## src/rtl/arb_pkg.sv

```systemverilog
package arb_pkg;
    localparam int unsigned N_MST  = 4;
    localparam int unsigned MID_W  = $clog2(N_MST);
    typedef logic [MID_W-1:0] mid_t;
    localparam mid_t CPU_ID = mid_t'(N_MST - 1);

    typedef enum logic [1:0] {G_PARK, G_OWN, G_HOLD} gstate_e;
    typedef enum logic [1:0] {B_IDLE, B_COUNT, B_PEND} bstate_e;

    localparam int unsigned W_CTRL   = 0;
    localparam int unsigned W_PERIOD = 1;
    localparam int unsigned W_STATUS = 2;
    localparam int unsigned CTRL_PER = 0;
    localparam int unsigned CTRL_IRQ = 1;
endpackage

```

## src/rtl/arb_apb_regs.sv

```systemverilog
module arb_apb_regs
    import arb_pkg::*;
#(
    parameter int unsigned ADDR_W   = 8,
    parameter int unsigned DATA_W   = 32,
    parameter int unsigned PERIOD_W = 16
) (
    input  logic                clk_i,
    input  logic                rst_ni,
    input  logic                psel_i,
    input  logic                penable_i,
    input  logic                pwrite_i,
    input  logic [ADDR_W-1:0]   paddr_i,
    input  logic [DATA_W-1:0]   pwdata_i,
    output logic [DATA_W-1:0]   prdata_o,
    input  mid_t                owner_i,
    input  logic                owner_lock_i,
    output logic                per_en_o,
    output logic                irq_en_o,
    output logic [PERIOD_W-1:0] period_o
);
    localparam int unsigned WORD_W = ADDR_W - 2;

    logic [WORD_W-1:0]   word;
    logic                wr_en;
    logic                per_en_q, irq_en_q;
    logic [PERIOD_W-1:0] period_q;
    logic                unused_apb;

    assign word       = paddr_i[ADDR_W-1:2];
    assign wr_en      = psel_i && penable_i && pwrite_i;
    assign unused_apb = ^{paddr_i[1:0], pwdata_i[DATA_W-1:PERIOD_W]};

    always_ff @(posedge clk_i or negedge rst_ni) begin
        if (!rst_ni) begin
            per_en_q <= 1'b0;
            irq_en_q <= 1'b0;
            period_q <= '0;
        end else if (wr_en) begin
            if (word == WORD_W'(W_CTRL)) begin
                per_en_q <= pwdata_i[CTRL_PER];
                irq_en_q <= pwdata_i[CTRL_IRQ];
            end
            if (word == WORD_W'(W_PERIOD)) begin
                period_q <= pwdata_i[PERIOD_W-1:0];
            end
        end
    end

    always_comb begin
        prdata_o = '0;
        if (word == WORD_W'(W_CTRL)) begin
            prdata_o[CTRL_PER] = per_en_q;
            prdata_o[CTRL_IRQ] = irq_en_q;
        end else if (word == WORD_W'(W_PERIOD)) begin
            prdata_o[PERIOD_W-1:0] = period_q;
        end else if (word == WORD_W'(W_STATUS)) begin
            prdata_o[MID_W-1:0] = owner_i;
            prdata_o[MID_W]     = owner_lock_i;
        end
    end

    assign per_en_o = per_en_q;
    assign irq_en_o = irq_en_q;
    assign period_o = period_q;

    // a period write lands on the next cycle
    p_period_write_r9: assert property (@(posedge clk_i) disable iff (!rst_ni)
        (wr_en && word == WORD_W'(W_PERIOD)) |=> period_q == $past(pwdata_i[PERIOD_W-1:0]));
endmodule

```

## src/rtl/arb_boost_timer.sv

```systemverilog
module arb_boost_timer
    import arb_pkg::*;
#(
    parameter int unsigned PERIOD_W = 16
) (
    input  logic                clk_i,
    input  logic                rst_ni,
    input  logic                per_en_i,
    input  logic                irq_en_i,
    input  logic                irq_i,
    input  logic [PERIOD_W-1:0] period_i,
    input  logic                cpu_gnt_i,
    output logic                boost_o
);
    bstate_e             st_q, st_d;
    logic [PERIOD_W-1:0] cnt_q, cnt_d;
    logic                active;

    assign active = per_en_i && (period_i != '0);

    always_ff @(posedge clk_i or negedge rst_ni) begin
        if (!rst_ni) begin
            st_q  <= B_IDLE;
            cnt_q <= '0;
        end else begin
            st_q  <= st_d;
            cnt_q <= cnt_d;
        end
    end

    always_comb begin
        st_d  = st_q;
        cnt_d = cnt_q;
        unique case (st_q)
            B_IDLE: begin
                if (active) begin
                    st_d  = B_COUNT;
                    cnt_d = period_i;
                end
            end
            B_COUNT: begin
                if (!active) begin
                    st_d = B_IDLE;
                end else if (cnt_q <= PERIOD_W'(1)) begin
                    st_d = B_PEND;
                end else begin
                    cnt_d = cnt_q - 1'b1;
                end
            end
            B_PEND: begin
                if (!active) begin
                    st_d = B_IDLE;
                end else if (cpu_gnt_i) begin
                    st_d  = B_COUNT;
                    cnt_d = period_i;
                end
            end
            default: st_d = B_IDLE;
        endcase
    end

    always_comb begin
        boost_o = ((st_q == B_PEND) && !cpu_gnt_i) || (irq_en_i && irq_i);
    end

    // a pending boost is retired once the processor holds the grant
    p_boost_clear_r6: assert property (@(posedge clk_i) disable iff (!rst_ni)
        (st_q == B_PEND && cpu_gnt_i) |=> st_q != B_PEND);
    // disabled or zero period leaves the timer idle
    p_timer_off_r7: assert property (@(posedge clk_i) disable iff (!rst_ni)
        !active |=> st_q == B_IDLE);
endmodule

```

## src/rtl/arb_grant_fsm.sv

```systemverilog
module arb_grant_fsm
    import arb_pkg::*;
(
    input  logic             clk_i,
    input  logic             rst_ni,
    input  logic [N_MST-1:0] req_i,
    input  logic [N_MST-1:0] lock_i,
    input  logic             ready_i,
    input  logic             boost_i,
    output logic [N_MST-1:0] gnt_o,
    output logic             cpu_gnt_o,
    output mid_t             owner_o,
    output logic             owner_lock_o
);
    gstate_e gst_q, gst_d;
    mid_t    gid_q, gid_d;
    mid_t    own_q;
    logic    own_lock_q;
    mid_t    pick;
    logic    held;

    assign held = lock_i[gid_q];

    always_comb begin
        pick = CPU_ID;
        for (int i = N_MST - 1; i >= 0; i--) begin
            if (req_i[i]) pick = mid_t'(i);
        end
        if (boost_i && req_i[CPU_ID]) pick = CPU_ID;
    end

    always_comb begin
        if (held) begin
            gst_d = G_HOLD;
            gid_d = gid_q;
        end else if (req_i == '0) begin
            gst_d = G_PARK;
            gid_d = CPU_ID;
        end else begin
            gst_d = G_OWN;
            gid_d = pick;
        end
    end

    always_ff @(posedge clk_i or negedge rst_ni) begin
        if (!rst_ni) begin
            gst_q      <= G_PARK;
            gid_q      <= CPU_ID;
            own_q      <= CPU_ID;
            own_lock_q <= 1'b0;
        end else begin
            gst_q <= gst_d;
            gid_q <= gid_d;
            if (ready_i) begin
                own_q      <= gid_q;
                own_lock_q <= held;
            end
        end
    end

    always_comb begin
        for (int g = 0; g < N_MST; g++) begin
            gnt_o[g] = (gid_q == mid_t'(g));
        end
        cpu_gnt_o    = (gid_q == CPU_ID);
        owner_o      = own_q;
        owner_lock_o = own_lock_q;
    end

    p_gnt_onehot_r2: assert property (@(posedge clk_i) disable iff (!rst_ni)
        $countones(gnt_o) == 1);
    p_park_r3: assert property (@(posedge clk_i) disable iff (!rst_ni)
        (req_i == '0 && !held) |=> gst_q == G_PARK && gnt_o[CPU_ID]);
    p_lock_hold_r4: assert property (@(posedge clk_i) disable iff (!rst_ni)
        held |=> $stable(gnt_o));
    p_owner_stable_r5: assert property (@(posedge clk_i) disable iff (!rst_ni)
        !ready_i |=> $stable(owner_o) && $stable(owner_lock_o));
    // an active boost puts a requesting processor on top
    p_boost_wins_r8: assert property (@(posedge clk_i) disable iff (!rst_ni)
        (boost_i && req_i[CPU_ID] && !held) |=> gnt_o[CPU_ID]);
endmodule

```

## src/rtl/sysbus_arbiter.sv

```systemverilog
module sysbus_arbiter
    import arb_pkg::*;
#(
    parameter int unsigned ADDR_W   = 8,
    parameter int unsigned DATA_W   = 32,
    parameter int unsigned PERIOD_W = 16
) (
    input  logic              clk_i,
    input  logic              rst_ni,
    input  logic [N_MST-1:0]  req_i,
    input  logic [N_MST-1:0]  lock_i,
    input  logic              ready_i,
    input  logic              irq_i,
    output logic [N_MST-1:0]  gnt_o,
    output logic [MID_W-1:0]  owner_o,
    output logic              owner_lock_o,
    input  logic              psel_i,
    input  logic              penable_i,
    input  logic              pwrite_i,
    input  logic [ADDR_W-1:0] paddr_i,
    input  logic [DATA_W-1:0] pwdata_i,
    output logic [DATA_W-1:0] prdata_o
);
    logic                per_en, irq_en, boost, cpu_gnt;
    logic [PERIOD_W-1:0] period;
    mid_t                owner;
    logic                owner_lock;

    arb_apb_regs #(.ADDR_W(ADDR_W), .DATA_W(DATA_W), .PERIOD_W(PERIOD_W)) u_regs (
        .clk_i, .rst_ni, .psel_i, .penable_i, .pwrite_i, .paddr_i, .pwdata_i,
        .prdata_o, .owner_i(owner), .owner_lock_i(owner_lock),
        .per_en_o(per_en), .irq_en_o(irq_en), .period_o(period)
    );

    arb_boost_timer #(.PERIOD_W(PERIOD_W)) u_boost (
        .clk_i, .rst_ni, .per_en_i(per_en), .irq_en_i(irq_en), .irq_i,
        .period_i(period), .cpu_gnt_i(cpu_gnt), .boost_o(boost)
    );

    arb_grant_fsm u_grant (
        .clk_i, .rst_ni, .req_i, .lock_i, .ready_i, .boost_i(boost),
        .gnt_o, .cpu_gnt_o(cpu_gnt), .owner_o(owner), .owner_lock_o(owner_lock)
    );

    assign owner_o      = owner;
    assign owner_lock_o = owner_lock;
endmodule

```

## config.mk

```make
export PLATFORM = sky130hd
export DESIGN_NAME = sysbus_arbiter
export DESIGN_NICKNAME = d
export VERILOG_FILES = /design/src/rtl/arb_pkg.sv /design/src/rtl/arb_apb_regs.sv /design/src/rtl/arb_boost_timer.sv /design/src/rtl/arb_grant_fsm.sv /design/src/rtl/sysbus_arbiter.sv
export SDC_FILE = /design/constraint.sdc
export NUM_CORES = 1
export LEC_CHECK = 0
export ABC_AREA = 0
export BUFFER_PORTS_ARGS = -buffer_cell sky130_fd_sc_hd__clkbuf_2
export CAP_MARGIN = 25
export CORE_ASPECT_RATIO = 1.25
export CORE_MARGIN = 2
export CORE_UTILIZATION = 45
export CTS_BUF_LIST = sky130_fd_sc_hd__clkbuf_16
export DETAILED_ROUTE_END_ITERATION = 8
export PLACE_DENSITY = 0.8
export SYNTH_ARGS = -nofsm -noshare
export SYNTH_HDL_FRONTEND = slang
export SYNTH_SLANG_ARGS = --single-unit
```

## constraint.sdc

```tcl
create_clock -name clk_i -period 2.7 [get_ports clk_i]
set_clock_uncertainty 0.15 [all_clocks]
set_input_delay 0 -clock clk_i [delete_from_list [all_inputs] [get_ports clk_i]]
set_output_delay 0 -clock clk_i [all_outputs]
set_load 0.005 [all_outputs]
```

**Word-level counts from Yosys, hierarchy flattened**

Index checks and enable logic that the tools add are counted.

- Memory bits (writable): 0
- Bits in registers: 41
- Bits in latches: 0
- Logic and storage cells: 67
- Memories: 0
- ROM bits: 0

- Bitwise logic cells: 0
- Magnitude comparators: 2
- Reduce and logical (&&, ||, !) cells: 18
- Multiplexer cells: 24
- $add $sub $neg: 1
- Eq/ne operators: 14
- Divide/modulo/power cells: 0
- Shifts and indexed selects: 0
- Multipliers: 0

Operators with widths:

| cell | number |
|---|---|
| 16-bit two-way mux | 5 |
| 16-bit case mux with 3 select lines | 1 |
| 2-bit two-way mux | 10 |
| 16-bit by 1-bit <= comparator with 1-bit output, second input constant | 1 |
| 16-bit nonzero test | 1 |
| 16-bit by 1-bit subtractor with 16-bit output, second input constant | 1 |
| 14-bit two-way mux | 1 |
| 13-bit two-way mux | 1 |
| 2-bit by 1-bit inequality test with 1-bit output, second input constant | 4 |
| 2-bit equality test, second input constant | 3 |
| 6-bit by 1-bit equality test with 1-bit output, second input constant | 1 |
| 6-bit by 2-bit equality test with 1-bit output, second input constant | 1 |
| 1-bit logical AND | 6 |
| 6-bit zero test | 1 |
| 3-bit two-way mux | 2 |
| 2-bit case mux with 3 select lines | 1 |
| 6-bit AND reduction | 1 |
| 2-bit by 1-bit equality test with 1-bit output, second input constant | 2 |
| 2-bit zero test | 2 |
| 4-bit zero test | 1 |
| 2-bit AND reduction | 2 |
| 2-bit by 3-bit < comparator with 1-bit output, second input constant | 1 |
| 3-bit by 2-bit inequality test with 1-bit output, second input constant | 1 |
| 3-bit inequality test, second input constant | 1 |
| other kinds (7) | 8 |

**Depth between registers and ports, before layout**

- Depth in word-level cells: 7
- Gate-level depth with buffers: 8

**Cells and area by module**

From an unflattened synthesis, not the netlist that was laid out.

- Cell total of the unflattened synthesis: 254
- Area total of the unflattened synthesis: 2549.9 um^2

By module, submodules not included:

| module | sequential area each (um^2) | times used | cells each | area an instance (um^2) |
|---|---|---|---|---|
| arb_boost_timer | 450.4 | 1 | 145 | 1222.4 |
| arb_apb_regs | 450.4 | 1 | 87 | 1052.3 |
| arb_grant_fsm | 130.1 | 1 | 22 | 275.3 |

**Least setup slack after synthesis**

OpenSTA, ideal clock, no wires.

- Kind: register to register
- From: register u_grant.gid_q[0]
- To: register u_boost.cnt_q[10]
- Period minus slack after synthesis: 2077 ps
- Buffers on the path: 2
- Cell stages (with the launch flop): 8
- Data required time: 2421 ps
- Library setup time: 129 ps
- Slack: 623 ps
- Data arrival time: 1798 ps
- Cells stage by stage: dfstp_2 -> clkbuf_1 -> nand2_1 -> o21a_1 -> a311o_2 -> buf_2 -> o21ai_0 -> o21ai_0

- Word-level cells in the longest chain between the ends: 3

Ends and longest elaborated chain:

| item | line | RTL |
|---|---|---|
| start: declaration | arb_grant_fsm.sv:16 | `mid_t gid_q, gid_d;` |
| start signal: assignment | arb_grant_fsm.sv:53 | `gid_q <= gid_d;` |
| 2-bit equality test | arb_grant_fsm.sv:65 | `cpu_gnt_o = (gid_q == CPU_ID);` |
| 2-bit by 1-bit inequality test with 1-bit output (no line) | -- |  |
| 6-bit AND reduction (no line) | -- |  |
| end signal: assignment | arb_boost_timer.sv:27 | `cnt_q <= cnt_d;` |
| end: declaration | arb_boost_timer.sv:16 | `logic [PERIOD_W-1:0] cnt_q, cnt_d;` |

No other way between the ends.
A chain may end at the register's enable or synchronous reset.

**Worst setup path after layout**

- From: register u_regs.period_q[11], in the netlist u_regs.period_o[11]
- To: register u_boost.cnt_q[2]

- Word-level cells in the longest chain between the ends: 4
- Elaborated cells on any way between the ends: 6
- Classes of those cells: 3 x eq/ne; 3 x reduce/logical

Ends and longest elaborated chain:

| item | line | RTL |
|---|---|---|
| start: declaration | arb_apb_regs.sv:27 | `logic [PERIOD_W-1:0] period_q;` |
| start signal: assignment | arb_apb_regs.sv:45 | `period_q <= pwdata_i[PERIOD_W-1:0];` |
| 16-bit nonzero test (*) | arb_boost_timer.sv:19 | `assign active = per_en_i && (period_i != '0);` |
| 1-bit logical AND (*) | arb_boost_timer.sv:19 |  |
| 2-bit by 1-bit inequality test with 1-bit output (no line) | -- |  |
| 6-bit AND reduction (no line) (*) | -- |  |

Every way passes the cells marked *; elsewhere a longest branch is shown, timed or not.

==> impl_metrics.env <==
export IMPL_fp_dieH_um=87.4
export IMPL_setup_viol=0
export IMPL_final_hold_viol_count=7
export IMPL_ioPinCount=94
export IMPL_power_frac_comb_pct=29.4
export IMPL_drtIter0Drc=85
export IMPL_nNetsFinal=397
export IMPL_switching_share_pct=31.5
export IMPL_clock_fmax_ghz=0.419
export IMPL_drc=0
export IMPL_vias_per_cell=5.51
export IMPL_cp_slowest_stage_delay_ns=0.59
export IMPL_grt_max_degree=42
export IMPL_multi_input_area_um2=1310
export IMPL_antenna_cells=0
export IMPL_min_period_ns=2.39
export IMPL_relSlewSlack_pct=55.8
export IMPL_worstPathRequired_ns=2.75
export IMPL_synthCells=260
export IMPL_power_density_nw_per_um2=620
export IMPL_dieWidth_um=70.7
export IMPL_htree_levels=2
export IMPL_place_ws_ns=0.337
export IMPL_arrival_ns=2.44
export IMPL_post_drt_wl_per_cell_um=14.9
export IMPL_place_gp_congestion=0.881
export IMPL_p_seq_share_pct=41.9
export IMPL_clock_latency_ns=0.28
export IMPL_synth_ff_type="dfrtp_1"
export IMPL_grt_pass1_wl_um=10000
export IMPL_maxCapViolCount=0
export IMPL_vias=2230
export IMPL_seq_area_um2=1030
export IMPL_seq_area_frac_synth_pct=41.2
export IMPL_start_kind="register"
export IMPL_core_area_um2=5410
export IMPL_ys_warnings_count=0
export IMPL_cpMaxStageDelayCell="or4_1"
export IMPL_ys_async_sr_fraction_pct=100
export IMPL_cts_root_buf="clkbuf_16"
export IMPL_die_area_um2=6180
export IMPL_wirelength_um=6020
export IMPL_min_period_over_period_pct=88.5
export IMPL_grt_pass1_vias=2110
export IMPL_p_switching_uw=620
export IMPL_fill_cells=434
export IMPL_hold_slack_ns=-0.0129
export IMPL_dr_pass1_iters=6
export IMPL_ir_worst_vdd_mv=0.398
export IMPL_rsz0062_at_grt="no"
export IMPL_start_util_pct=46.3
export IMPL_post_cts_buffers=0
export IMPL_crit_top_cell="o21ai_1"
export IMPL_design_area_um2=3170
export IMPL_synth_edf_count=0
export IMPL_pwr_share_clk_pct=28.7
export IMPL_p_int_mw=1.35
export IMPL_grt_antenna_before_repair=0
export IMPL_grt_usage_pct=20.2
export IMPL_finalSetupTns_ns=0
export IMPL_syn_avg_cell_area_um2=9.62
export IMPL_clock_path_buffers=2
export IMPL_hold_path_class="input pin to asynchronous set/reset pin"
export IMPL_path_max_fanout=22
export IMPL_place_area_um2=2780
export IMPL_leakage_nw=1.58
export IMPL_ys_types=47
export IMPL_ctsHoldBuffers=23
export IMPL_crit_path_end_kind="register"
export IMPL_cts_tree="built"
export IMPL_rows=30
export IMPL_grt_ovfl_total=0
export IMPL_dp_hpwl_um=3980
export IMPL_finalMaxSlewViolations=0
export IMPL_path_cells="or4_1, o41ai_2, a311o_2, buf_12, o21ai_1, o21ai_1"
export IMPL_worst_pin_slew_ns=0.662
export IMPL_layout_drive_gt1_share_pct=30.5
export IMPL_cts_resized=0
export IMPL_synth_area_um2=2500
export IMPL_port_buffers=59
export IMPL_violations="hold timing"
export IMPL_area_delta_synth_final_pct=26.7
export IMPL_worst_setup_path_type="register to register"
export IMPL_status="finished, violations left"
export IMPL_ys_ff_latch=41
export IMPL_cts_buffers=5
export IMPL_ant_nets=0
export IMPL_clkSlewWorstSetupHoldPaths_ns=0.06
export IMPL_cts_sinks=41
export IMPL_fin_ws_ns=0.312
==> flip-flops by register name, indices dropped and copies added, names as in the netlist <==
| name | cells |
|---|---|
| u_boost.cnt_q | 16 |
| u_regs.period_o | 16 |
| u_boost.st_q | 2 |
| u_grant.gid_q | 2 |
| u_grant.owner_o | 2 |
| u_grant.owner_lock_o | 1 |
| u_regs.irq_en_o | 1 |
| u_regs.per_en_o | 1 |
==> cell usage after synthesis (2+ instances only) <==
cell       n  share of area, %
nor2_1    30               4.5
mux2_2    11               5.0
nor3b_1    2              0.60
dfrtp_1   37                37
nand3_1    3              0.60
dfstp_2    4               4.2
ha_1       2               1.0
buf_2      2              0.40
o21ai_1   20               4.0
or4_1     10               3.0
inv_1      4              0.60
nor2b_1    6               1.5
or3_1      2              0.50
o21ai_0    7               1.4
mux2i_1    5               2.0
a21oi_1   23               4.6
and2_1    13               3.3
buf_4     18               5.4
nand2_1    3              0.45
nand2b_1   2              0.50
mux2_4    10               6.0
clkbuf_1   8               1.2
a22oi_1    4               1.2
nor4_1     4               1.0
nor3_1     5               1.0
a21o_1     3              0.90
o21a_1     2              0.60
==> per-stage QoR <==
stage          cells  utilization [%]  power (mW)
6_report         405             58.7        1.97
5_1_grt          405             58.7        2.08
4_1_cts          404             58.3        1.96
3_5_place_dp     373             51.5        1.34
3_3_place_gp     373             51.5        1.33
2_1_floorplan    275                -        1.17
==> cells in the final DEF (no fill, tap or decap), types with 5 or more instances in the layout <==
| master | n |
|---|---|
| a21oi_1 | 23 |
| and2_1 | 13 |
| clkbuf_16 | 5 |
| clkbuf_2 | 59 |
| conb_1 | 16 |
| dfrtp_1 | 37 |
| dlygate4sd3_1 | 23 |
| mux2_2 | 11 |
| mux2_4 | 10 |
| mux2i_1 | 5 |
| nor2_1 | 30 |
| nor2b_1 | 6 |
| nor3_1 | 5 |
| o21ai_0 | 7 |
| o21ai_1 | 20 |
| or4_1 | 10 |
==> power groups by stage <==
stage                     Clock [mW]  Combinational [mW]  Sequential [mW]
after floorplan                    0               0.384            0.789
after global placement             0               0.501            0.829
after detailed placement           0               0.513            0.831
after CTS                      0.567               0.570            0.822
after global routing           0.595               0.640            0.842
final                          0.565               0.578            0.824
==> layout make-up <==
class	count	area share, %
multi-input cells	199	41.2
flip-flops and latches	41	32.5
repair buffers	88	18.8
clock buffers	5	3.95
well taps	64	2.53
inverters	5	0.592
clock inverters	3	0.395
==> worst paths after layout <==
path / cells past startpoint / to / slack, ns / from
max: 6 / u_boost.cnt_q[2] / 0.31 / u_regs.period_o[11]
min: 2 / u_boost.cnt_q[12] / -0.01 / rst_ni
max reg2reg: 6 / u_boost.cnt_q[2] / 0.31 / u_regs.period_o[11]
min reg2reg: 2 / u_boost.cnt_q[13] / 0.40 / u_boost.cnt_q[13]
max in group asynchronous: 3 / u_grant.owner_o[1] / 1.89 / rst_ni
min in group clk_i: 3 / u_regs.per_en_o / 0.07 / paddr_i[2]
==> logic make-up (layout without fill, tap and decap cells) <==
kind of cell	Yosys count	in the layout	share of synthesized area, %
multiplexers	26	26	12.9
flip-flops	41	41	41.2
AND/OR/NAND/NOR	88	88	20.2
buffers and inverters	35	101	8.80
AO/OA/AOI/OAI	67	67	15.7
adder cells (fa/ha/maj)	2	2	1.00
other	1	16	0.150
==> critical path: cells and delay by family (launching register included) <==
| family | cells | cell delay [ns] |
|---|---|---|
| compound gates | 4 | 0.96 |
| flops | 1 | 0.41 |
| buf+inv | 1 | 0.19 |
| simple gates | 1 | 0.59 |
==> layer usage <==
layer | GRT usage (%) | up-vias | wire length, µm
li1 | - | 1061 | -
met1 | 25.7 | 1058 | 2450
met2 | 34.7 | 93 | 3080
met3 | 2.78 | 18 | 299
met4 | 8.06 | 0 | 189
met5 | 0 | - | 0
Note: power is estimated with default switching activity, not from simulation.
